[config.mk]
export PLATFORM = sky130hd
export DESIGN_NAME = tta_alu_unit
export DESIGN_NICKNAME = d
export VERILOG_FILES = /design/src/rtl/tta_fu_pkg.sv /design/src/rtl/tta_fu_decode.sv /design/src/rtl/tta_fu_exec.sv /design/src/rtl/tta_fu_pipe.sv /design/src/rtl/tta_alu_unit.sv
export SDC_FILE = /design/constraint.sdc
export NUM_CORES = 1
export LEC_CHECK = 0
export BUFFER_PORTS_ARGS = -buffer_cell sky130_fd_sc_hd__buf_4
export CAP_MARGIN = 15
export CORE_MARGIN = 2
export CORE_UTILIZATION = 30
export DETAILED_ROUTE_END_ITERATION = 8
export PLACE_DENSITY = 0.48
export RECOVER_POWER = 25
export SETUP_SLACK_MARGIN = 0.15
export SYNTH_ARGS = -nofsm -noshare
export SYNTH_HDL_FRONTEND = slang
export SYNTH_HIERARCHICAL = 1
export SYNTH_SLANG_ARGS = --single-unit
[constraint.sdc]
create_clock -name clk -period 4.1 [get_ports clk]
set_input_delay 0.82 -clock clk [delete_from_list [all_inputs] [get_ports clk]]
set_output_delay 0.82 -clock clk [all_outputs]
set_load 0.05 [all_outputs]
[src/rtl/tta_fu_pkg.sv]
package tta_fu_pkg;
  typedef enum logic [1:0] {
    FU_ADD = 2'd0,
    FU_SUB = 2'd1,
    FU_EQ  = 2'd2,
    FU_GT  = 2'd3
  } fu_op_e;

  function automatic logic fu_is_compare(input fu_op_e op);
    return op[1];
  endfunction
endpackage

[src/rtl/tta_fu_decode.sv]
module tta_fu_decode
  import tta_fu_pkg::*;
#(
  parameter int DATA_W  = 32,
  parameter int SOCK_W  = 4,
  parameter int NUM_BUS = 2,
  parameter logic [SOCK_W-1:0] OPND_SOCK = 4'd8,
  parameter logic [SOCK_W-1:0] TRIG_BASE = 4'd12
) (
  input  logic                      clk,
  input  logic                      rst_n,
  input  logic [NUM_BUS-1:0]        mv_valid,
  input  logic [NUM_BUS*SOCK_W-1:0] mv_dst,
  input  logic [NUM_BUS*DATA_W-1:0] mv_data,
  output logic                      opnd_we,
  output logic [DATA_W-1:0]         opnd_val,
  output logic                      trig_fire,
  output logic [DATA_W-1:0]         trig_val,
  output fu_op_e                    trig_op
);
  localparam int TRIG_SEL_W = 2;
  localparam int TRIG_HI_W  = SOCK_W - TRIG_SEL_W;

  logic [NUM_BUS-1:0] hit_opnd;
  logic [NUM_BUS-1:0] hit_trig;

  for (genvar gi = 0; gi < NUM_BUS; gi++) begin : g_bus
    logic [SOCK_W-1:0] dst;
    assign dst = mv_dst[gi*SOCK_W +: SOCK_W];
    assign hit_opnd[gi] = mv_valid[gi] && (dst == OPND_SOCK);
    assign hit_trig[gi] = mv_valid[gi] &&
      (dst[SOCK_W-1 -: TRIG_HI_W] == TRIG_BASE[SOCK_W-1 -: TRIG_HI_W]);
  end

  // Lowest-numbered bus wins if a rule is broken; stimulus must avoid that.
  always_comb begin
    opnd_we   = 1'b0;
    opnd_val  = '0;
    trig_fire = 1'b0;
    trig_val  = '0;
    trig_op   = FU_ADD;
    for (int i = NUM_BUS - 1; i >= 0; i--) begin
      if (hit_opnd[i]) begin
        opnd_we  = 1'b1;
        opnd_val = mv_data[i*DATA_W +: DATA_W];
      end
      if (hit_trig[i]) begin
        trig_fire = 1'b1;
        trig_val  = mv_data[i*DATA_W +: DATA_W];
        trig_op   = fu_op_e'(mv_dst[i*SOCK_W +: TRIG_SEL_W]);
      end
    end
  end

  AST_SINGLE_TRIGGER: assert property (@(posedge clk) disable iff (!rst_n)
    $countones(hit_trig) <= 1 && $countones(hit_opnd) <= 1) else $error("AST_SINGLE_TRIGGER");
endmodule

[src/rtl/tta_fu_exec.sv]
module tta_fu_exec
  import tta_fu_pkg::*;
#(
  parameter int DATA_W = 32
) (
  input  fu_op_e              op,
  input  logic [DATA_W-1:0]   opa,
  input  logic [DATA_W-1:0]   opb,
  output logic [DATA_W-1:0]   result,
  output logic                is_cmp
);
  logic cmp_bit;

  always_comb begin
    cmp_bit = 1'b0;
    result  = '0;
    unique case (op)
      FU_ADD: result = opa + opb;
      FU_SUB: result = opa - opb;
      FU_EQ: begin
        cmp_bit = (opa == opb);
        result  = {{(DATA_W-1){1'b0}}, cmp_bit};
      end
      FU_GT: begin
        cmp_bit = ($signed(opa) > $signed(opb));
        result  = {{(DATA_W-1){1'b0}}, cmp_bit};
      end
      default: result = '0;
    endcase
  end

  assign is_cmp = fu_is_compare(op);
endmodule

[src/rtl/tta_fu_pipe.sv]
module tta_fu_pipe
  import tta_fu_pkg::*;
#(
  parameter int DATA_W = 32
) (
  input  logic              clk,
  input  logic              rst_n,
  input  logic              opnd_we,
  input  logic [DATA_W-1:0] opnd_val,
  input  logic              trig_fire,
  input  logic [DATA_W-1:0] trig_val,
  input  fu_op_e            trig_op,
  input  logic [DATA_W-1:0] exec_res,
  input  logic              exec_cmp,
  output logic              stg_vld,
  output fu_op_e            stg_op,
  output logic [DATA_W-1:0] stg_a,
  output logic [DATA_W-1:0] stg_b,
  output logic [DATA_W-1:0] res_data,
  output logic              res_flag,
  output logic              res_valid
);
  logic [DATA_W-1:0] opnd_q;
  logic [DATA_W-1:0] first_opnd;

  // Same-cycle operand move is forwarded to the trigger.
  assign first_opnd = opnd_we ? opnd_val : opnd_q;

  always_ff @(posedge clk or negedge rst_n) begin
    if (!rst_n) begin
      opnd_q  <= '0;
      stg_vld <= 1'b0;
      stg_op  <= FU_ADD;
      stg_a   <= '0;
      stg_b   <= '0;
    end else begin
      if (opnd_we) opnd_q <= opnd_val;
      stg_vld <= trig_fire;
      if (trig_fire) begin
        stg_op <= trig_op;
        stg_a  <= first_opnd;
        stg_b  <= trig_val;
      end
    end
  end

  always_ff @(posedge clk or negedge rst_n) begin
    if (!rst_n) begin
      res_data  <= '0;
      res_flag  <= 1'b0;
      res_valid <= 1'b0;
    end else if (stg_vld) begin
      res_data  <= exec_res;
      res_valid <= 1'b1;
      if (exec_cmp) res_flag <= exec_res[0];
    end
  end

  AST_OPND_QUIET: assert property (@(posedge clk) disable iff (!rst_n)
    !stg_vld |=> ($stable(res_data) && $stable(res_flag))) else $error("AST_OPND_QUIET");
  AST_VALID_STICKY: assert property (@(posedge clk) disable iff (!rst_n)
    res_valid |=> res_valid) else $error("AST_VALID_STICKY");
endmodule

[src/rtl/tta_alu_unit.sv]
module tta_alu_unit
  import tta_fu_pkg::*;
#(
  parameter int DATA_W  = 32,
  parameter int SOCK_W  = 4,
  parameter int NUM_BUS = 2,
  parameter logic [SOCK_W-1:0] OPND_SOCK = 4'd8,
  parameter logic [SOCK_W-1:0] TRIG_BASE = 4'd12
) (
  input  logic                      clk,
  input  logic                      rst_n,
  input  logic [NUM_BUS-1:0]        mv_valid,
  input  logic [NUM_BUS*SOCK_W-1:0] mv_dst,
  input  logic [NUM_BUS*DATA_W-1:0] mv_data,
  output logic [DATA_W-1:0]         res_data,
  output logic                      res_flag,
  output logic                      res_valid
);
  logic              opnd_we;
  logic [DATA_W-1:0] opnd_val;
  logic              trig_fire;
  logic [DATA_W-1:0] trig_val;
  fu_op_e            trig_op;
  logic              stg_vld;
  fu_op_e            stg_op;
  logic [DATA_W-1:0] stg_a;
  logic [DATA_W-1:0] stg_b;
  logic [DATA_W-1:0] exec_res;
  logic              exec_cmp;

  tta_fu_decode #(
    .DATA_W(DATA_W), .SOCK_W(SOCK_W), .NUM_BUS(NUM_BUS),
    .OPND_SOCK(OPND_SOCK), .TRIG_BASE(TRIG_BASE)
  ) u_decode (
    .clk(clk), .rst_n(rst_n),
    .mv_valid(mv_valid), .mv_dst(mv_dst), .mv_data(mv_data),
    .opnd_we(opnd_we), .opnd_val(opnd_val),
    .trig_fire(trig_fire), .trig_val(trig_val), .trig_op(trig_op)
  );

  tta_fu_pipe #(.DATA_W(DATA_W)) u_pipe (
    .clk(clk), .rst_n(rst_n),
    .opnd_we(opnd_we), .opnd_val(opnd_val),
    .trig_fire(trig_fire), .trig_val(trig_val), .trig_op(trig_op),
    .exec_res(exec_res), .exec_cmp(exec_cmp),
    .stg_vld(stg_vld), .stg_op(stg_op), .stg_a(stg_a), .stg_b(stg_b),
    .res_data(res_data), .res_flag(res_flag), .res_valid(res_valid)
  );

  tta_fu_exec #(.DATA_W(DATA_W)) u_exec (
    .op(stg_op), .opa(stg_a), .opb(stg_b),
    .result(exec_res), .is_cmp(exec_cmp)
  );

  AST_FLAG_ADDSUB: assert property (@(posedge clk) disable iff (!rst_n)
    (stg_vld && !stg_op[1]) |=> $stable(res_flag)) else $error("AST_FLAG_ADDSUB");
  AST_CMP_BOOL: assert property (@(posedge clk) disable iff (!rst_n)
    (stg_vld && stg_op[1]) |=> (res_data[DATA_W-1:1] == '0 && res_data[0] == res_flag))
    else $error("AST_CMP_BOOL");
  AST_RESULT_VALID: assert property (@(posedge clk) disable iff (!rst_n)
    stg_vld |=> res_valid) else $error("AST_RESULT_VALID");
endmodule

* Word level (Yosys, flattened, before mapping)
Index checks and enable logic that the tools add are counted.
W data, S select, Z words.
** Operators by class
- Reductions and logical operators :: 6
- Muxes and demuxes :: 12
- Order comparisons :: 1
- $add $sub $neg :: 2
- Equal/unequal tests :: 8
** Operator list (count)
- $mux W32 :: 5
- $pmux W32 S4 :: 1
- $add A32 B32 Y32 :: 1
- $eq A32 B32 Y1 :: 1
- $gt A32 B32 Y1 :: 1
- $sub A32 B32 Y32 :: 1
- $eq A2 B2 Y1 const B :: 4
- $eq A4 B4 Y1 const B :: 2
- $logic_and A1 B1 Y1 :: 4
- $mux W1 :: 4
- $mux W2 :: 2
- $eq A2 B1 Y1 const B :: 1
- $logic_not A2 Y1 :: 1
- $reduce_and A2 Y1 :: 1
** Word-level totals
- Output and inout bits :: 34
- Input bits :: 76
- Register bits :: 133

* Logic depth before layout (Yosys ltp)
- Depth after elaboration :: 5
- Gate-level depth with buffers :: 14

* Hierarchy
The synthesis kept the hierarchy.
** Modules (own cells, without submodules)
- tta_fu_pipe :: sequential area each 3328.2 µm², times used 1, cells each 281, area each 5175.0 µm²
- tta_fu_exec :: sequential area each 0.0 µm², times used 1, cells each 580, area each 3813.7 µm²
- tta_fu_decode :: sequential area each 0.0 µm², times used 1, cells each 124, area each 1074.8 µm²

* Worst setup path after synthesis
OpenSTA, ideal clock, no wires.
- Path kind :: register to register
- Start :: register u_pipe.stg_b[1]
- End :: register u_pipe.res_data[29]
- Path buffers :: 0
- Stages on the path, launching flop included :: 13
- Period minus slack after synthesis :: 3040 ps
- Arrival :: 2915 ps
- Setup slack :: 1060 ps
- Required time :: 3975 ps
- Cells stage by stage :: dfrtp_1 -> inv_1 -> ha_1 -> nor2b_1 -> o31ai_2 -> a31oi_1 -> a32o_2 -> a311oi_2 -> o311ai_1 -> a211oi_1 -> a2bb2oi_2 -> mux2_4 -> mux2_2
** Between the ends
- Word-level cells in the longest chain between the ends :: 2
- Elaborated cells between the ends (all ways) :: 3
- Those cells by class :: add/sub (2); mux (1)
** RTL lines
- from (decl) :: RTL line tta_fu_pipe.sv:18 : output logic [DATA_W-1:0] stg_b,
- from (signal assigned) :: RTL line tta_fu_pipe.sv:42 : stg_b <= trig_val;
- $sub A32 B32 Y32 / $add A32 B32 Y32 (equally long branches) :: RTL line tta_fu_exec.sv:19, tta_fu_exec.sv:18
- $pmux W32 S4 * :: RTL line tta_fu_exec.sv:17 : unique case (op)
- net exec_res[29] :: RTL line tta_alu_unit.sv:28 : logic [DATA_W-1:0] exec_res;
- to (signal assigned) :: RTL line tta_fu_pipe.sv:53 : res_data <= exec_res;
- to (decl) :: RTL line tta_fu_pipe.sv:19 : output logic [DATA_W-1:0] res_data,
Mark *: on every way through the listed nets, which the timed path passes. The rest lies on a longest branch.
A chain may end at the register's enable or synchronous reset.

* Final worst setup path
- Start :: register u_pipe.stg_a[11]
- End :: register u_pipe.res_data[30]
** Between the ends
- Word-level cells in the longest chain between the ends :: 2
- Elaborated cells between the ends (all ways) :: 3
- Those cells by class :: add/sub (2); mux (1)
** RTL lines
- from (decl) :: RTL line tta_fu_pipe.sv:17 : output logic [DATA_W-1:0] stg_a,
- from (signal assigned) :: RTL line tta_fu_pipe.sv:41 : stg_a <= first_opnd;
- $sub A32 B32 Y32 / $add A32 B32 Y32 (equally long branches) :: RTL line tta_fu_exec.sv:19, tta_fu_exec.sv:18
- $pmux W32 S4 * :: RTL line tta_fu_exec.sv:17
- net exec_res[30] :: RTL line tta_alu_unit.sv:28
Marked as above.

==> flow_summary.toml <==
[clock_tree]
clkTransAtPathRegs_ns = 0.06
worstSkewPairLatency_ns = 0.44
cts-root-buf = "clkbuf_16"
tritoncts = "done"
cts_hold_buffers = 0
post_cts_buffers = 0
clockBufferDepth = 2
numCtsBuffers = 17
cts_htree_levels = 4
cts.sinks = 133
cts_resized = 0

[grt]
grtUsageTotal_pct = 16.32
grt_max_degree = 85
gr-total-overflow = 0
grt_pass1_wl_um = 45420
grt_pass1_vias = 7618
grt_antenna_before_repair = 0

[timing]
hold_viol = 0
timing.fmax_mhz = 285.5
final.min_clock_period_ns = 3.502
fin_crit_sh_pct = 85.42
whs_ns = 0.4741
finalMaxSlewViolations = 84
rsz0062_at_grt = "no"
setup_ws_ns = 0.5978
clock_skew_ns = 0.01562
tightest_slew_ns = 2.161
relSlewSlack_pct = -44.09
setup_tns_ns = 0
setup_viol_count_final = 0

[setup_path]
endpoint_kind = "flop"
critPathRequiredTime_ns = 4.41
crit_arrival_ns = 3.82
path_class = "flop to flop"
cp_max_fo = 7
start_kind = "flop"

[finish]
nets = 1199
multi_input_area_um2 = 6113
antennaDiodeCount = 0
drive_gt1_share_pct = 32.21
area_delta_synth_final_pct = 16.87
seqCellArea_um2 = 3328
final_cell_area_um2 = 11760
fillers = 3376

[min_path]
min_path_type = "flop to flop"

[yosys]
ys_seq_area_share_pct = 33.07
synthCells = 985
synth_largest_area_cell = "dfrtp_1"
synth-xor-area-share_pct = 1.915
synth-simple-area-share_pct = 12.15
synth_area_leaders = "dfrtp_1 33%, mux2_2 11%, mux2_4 9.1%"
async_flop_share_pct = 100.0
ys_seq_elements = 133
synth.avg_cell_area_um2 = 10.22
synth_compound_area_share_pct = 16.77
ys.flop_type = "dfrtp_1"
synth_nets = 1126
synth_fa_ha_area_share_pct = 8.231
synth_cell_type_count = 88
synth.top_cell.area_share_pct = 33.07
synthMuxAreaShare_pct = 21.50
ys_warn_count = 6
synth_edf_count = 0
syn-cell-area_um2 = 10060
synth_top_family_by_area = "multiplexers"

[run_status]
outcome = "finished with violations"
violations = "max-capacitance violations, max-slew violations"

[placement]
placed_area_um2 = 11180
port_buffers = 109
dp_hpwl_um = 20880
pre_cts_slack_ns = 0.6200
place_congestion = 0.8552

[power]
finalPower_uw = 4886
p_per_area_nw_per_um2 = 415.4
total_leakage_power_uw = 0.005549
peakVddDrop_mv = 0.3001

[drt]
ant_nets = 0
avgRoutedWirePerCell_um = 18.48
drt_first_pass_iters = 5
wirelength_um = 28070
drcViolationCount = 0
vias = 7619
initialDrtViolationCount = 582
vias_per_cell = 5.016

[floorplanning]
dieArea_um2 = 35030
fp.dieH_um = 187.2
dieWidth_um = 187.2
core_area_um2 = 33280
rows = 67
initial_core_util_pct = 30.24
io_pins = 110

[job]
drv_cap = 1
[cell usage after synthesis, types with 3 or more instances]
library cell / count
a211oi_1: 7
a21o_1: 7
a21oi_1: 65
a22o_1: 35
a31oi_1: 5
and3_1: 3
buf_1: 3
buf_12: 3
buf_2: 26
buf_4: 7
buf_6: 6
clkbuf_1: 22
dfrtp_1: 133
ha_1: 63
inv_1: 59
inv_2: 4
mux2_1: 7
mux2_2: 102
mux2_4: 61
nand2_1: 18
nand2b_1: 9
nand3_1: 15
nand4_1: 5
nor2_1: 83
nor2b_1: 13
nor3_1: 19
nor3b_1: 36
nor4_1: 6
o211ai_1: 5
o21a_1: 9
o21ai_0: 34
o21bai_1: 17
o31ai_1: 7
xnor2_1: 17
xor2_1: 5
[layout make-up]
cell class | instances | share of cell area, %
timing repair buffer | 121 | 7.915
clock inverter | 13 | 1.266
sequential | 133 | 28.30
tap | 448 | 4.766
multi-input combinational | 722 | 51.98
inverter | 63 | 2.011
clock buffer | 19 | 3.766
[through the flow]
step	instances	util, %
finish	1519	35.34
global route	1519	35.34
CTS	1519	35.36
detailed placement	1487	33.58
global placement	1487	33.58
floorplan	985	-
[worst paths after layout]
check | to | cells after the start | startpoint | slack (ns)
worst max register to register | u_pipe/res_data[30] | 11 | u_pipe/stg_a[11] | 0.60
worst min-delay path | u_pipe/res_valid | 1 | u_pipe/res_valid | 0.47
worst min register to register | u_pipe/res_valid | 1 | u_pipe/res_valid | 0.47
max in group asynchronous | u_pipe/stg_b[27] | 1 | rst_n | 1.80
min in group asynchronous | u_pipe/opnd_q[4] | 1 | rst_n | 0.99
worst max-delay path | u_pipe/res_data[30] | 11 | u_pipe/stg_a[11] | 0.60
[layer usage]
metal | global-route usage (%) | wire [µm] | vias to the layer above
met4 | 4.518 | 404 | 0
met1 | 25.92 | 15460 | 3685
li1 | - | - | 3695
met2 | 22.40 | 11190 | 207
met3 | 2.477 | 1015 | 32
met5 | 0 | 0 | -
[kinds of logic after synthesis]
logic type,Yosys count
buf+inv,130
xor+xnor,22
simple gates,227
fa+ha+maj,65
compound gates,236
flops,133
mux,172
[placed cells by master, fill, tap and decap left out, types with 5 or more instances in the layout]
cell type and count:
a21oi_1 65, a21o_1 7, o21a_1 9, nor2_1 83
mux2_2 102, o31ai_1 7, nor2b_1 13, nand2_1 18
nor4_1 6, inv_1 59, clkbuf_16 17, dfrtp_1 133
ha_1 63, o21bai_1 16, nor3b_1 36, mux2_1 7
buf_4 118, o21ai_0 34, nand4_1 5, a31oi_1 5
mux2_4 61, a211oi_1 7, nand3_1 15, nor3_1 19
a22o_1 35, nand2b_1 8, o211ai_1 5, xnor2_1 17
xor2_1 5
[state kept, by name, indices dropped and copies added (netlist names)]
| name | flops |
|---|---|
| u_pipe/opnd_q | 32 |
| u_pipe/res_data | 32 |
| u_pipe/res_flag | 1 |
| u_pipe/res_valid | 1 |
| u_pipe/stg_a | 32 |
| u_pipe/stg_b | 32 |
| u_pipe/stg_op | 2 |
| u_pipe/stg_vld | 1 |
[worst max-delay path, cell delays in order (launching register included)]
cell	delay, ns
dfrtp_1	0.42
ha_1	0.49
inv_2	0.14
nor4_2	0.45
o311a_1	0.32
o21ai_2	0.11
a21oi_2	0.20
o211ai_1	0.11
and4_1	0.22
a311oi_1	0.31
mux2_1	0.36
mux2_2	0.26
[where the power goes]
part	internal, µW	switching (µW)
clock network	920	653
logic	659	1060
registers	1470	122
(Power assumes the default switching activity.)
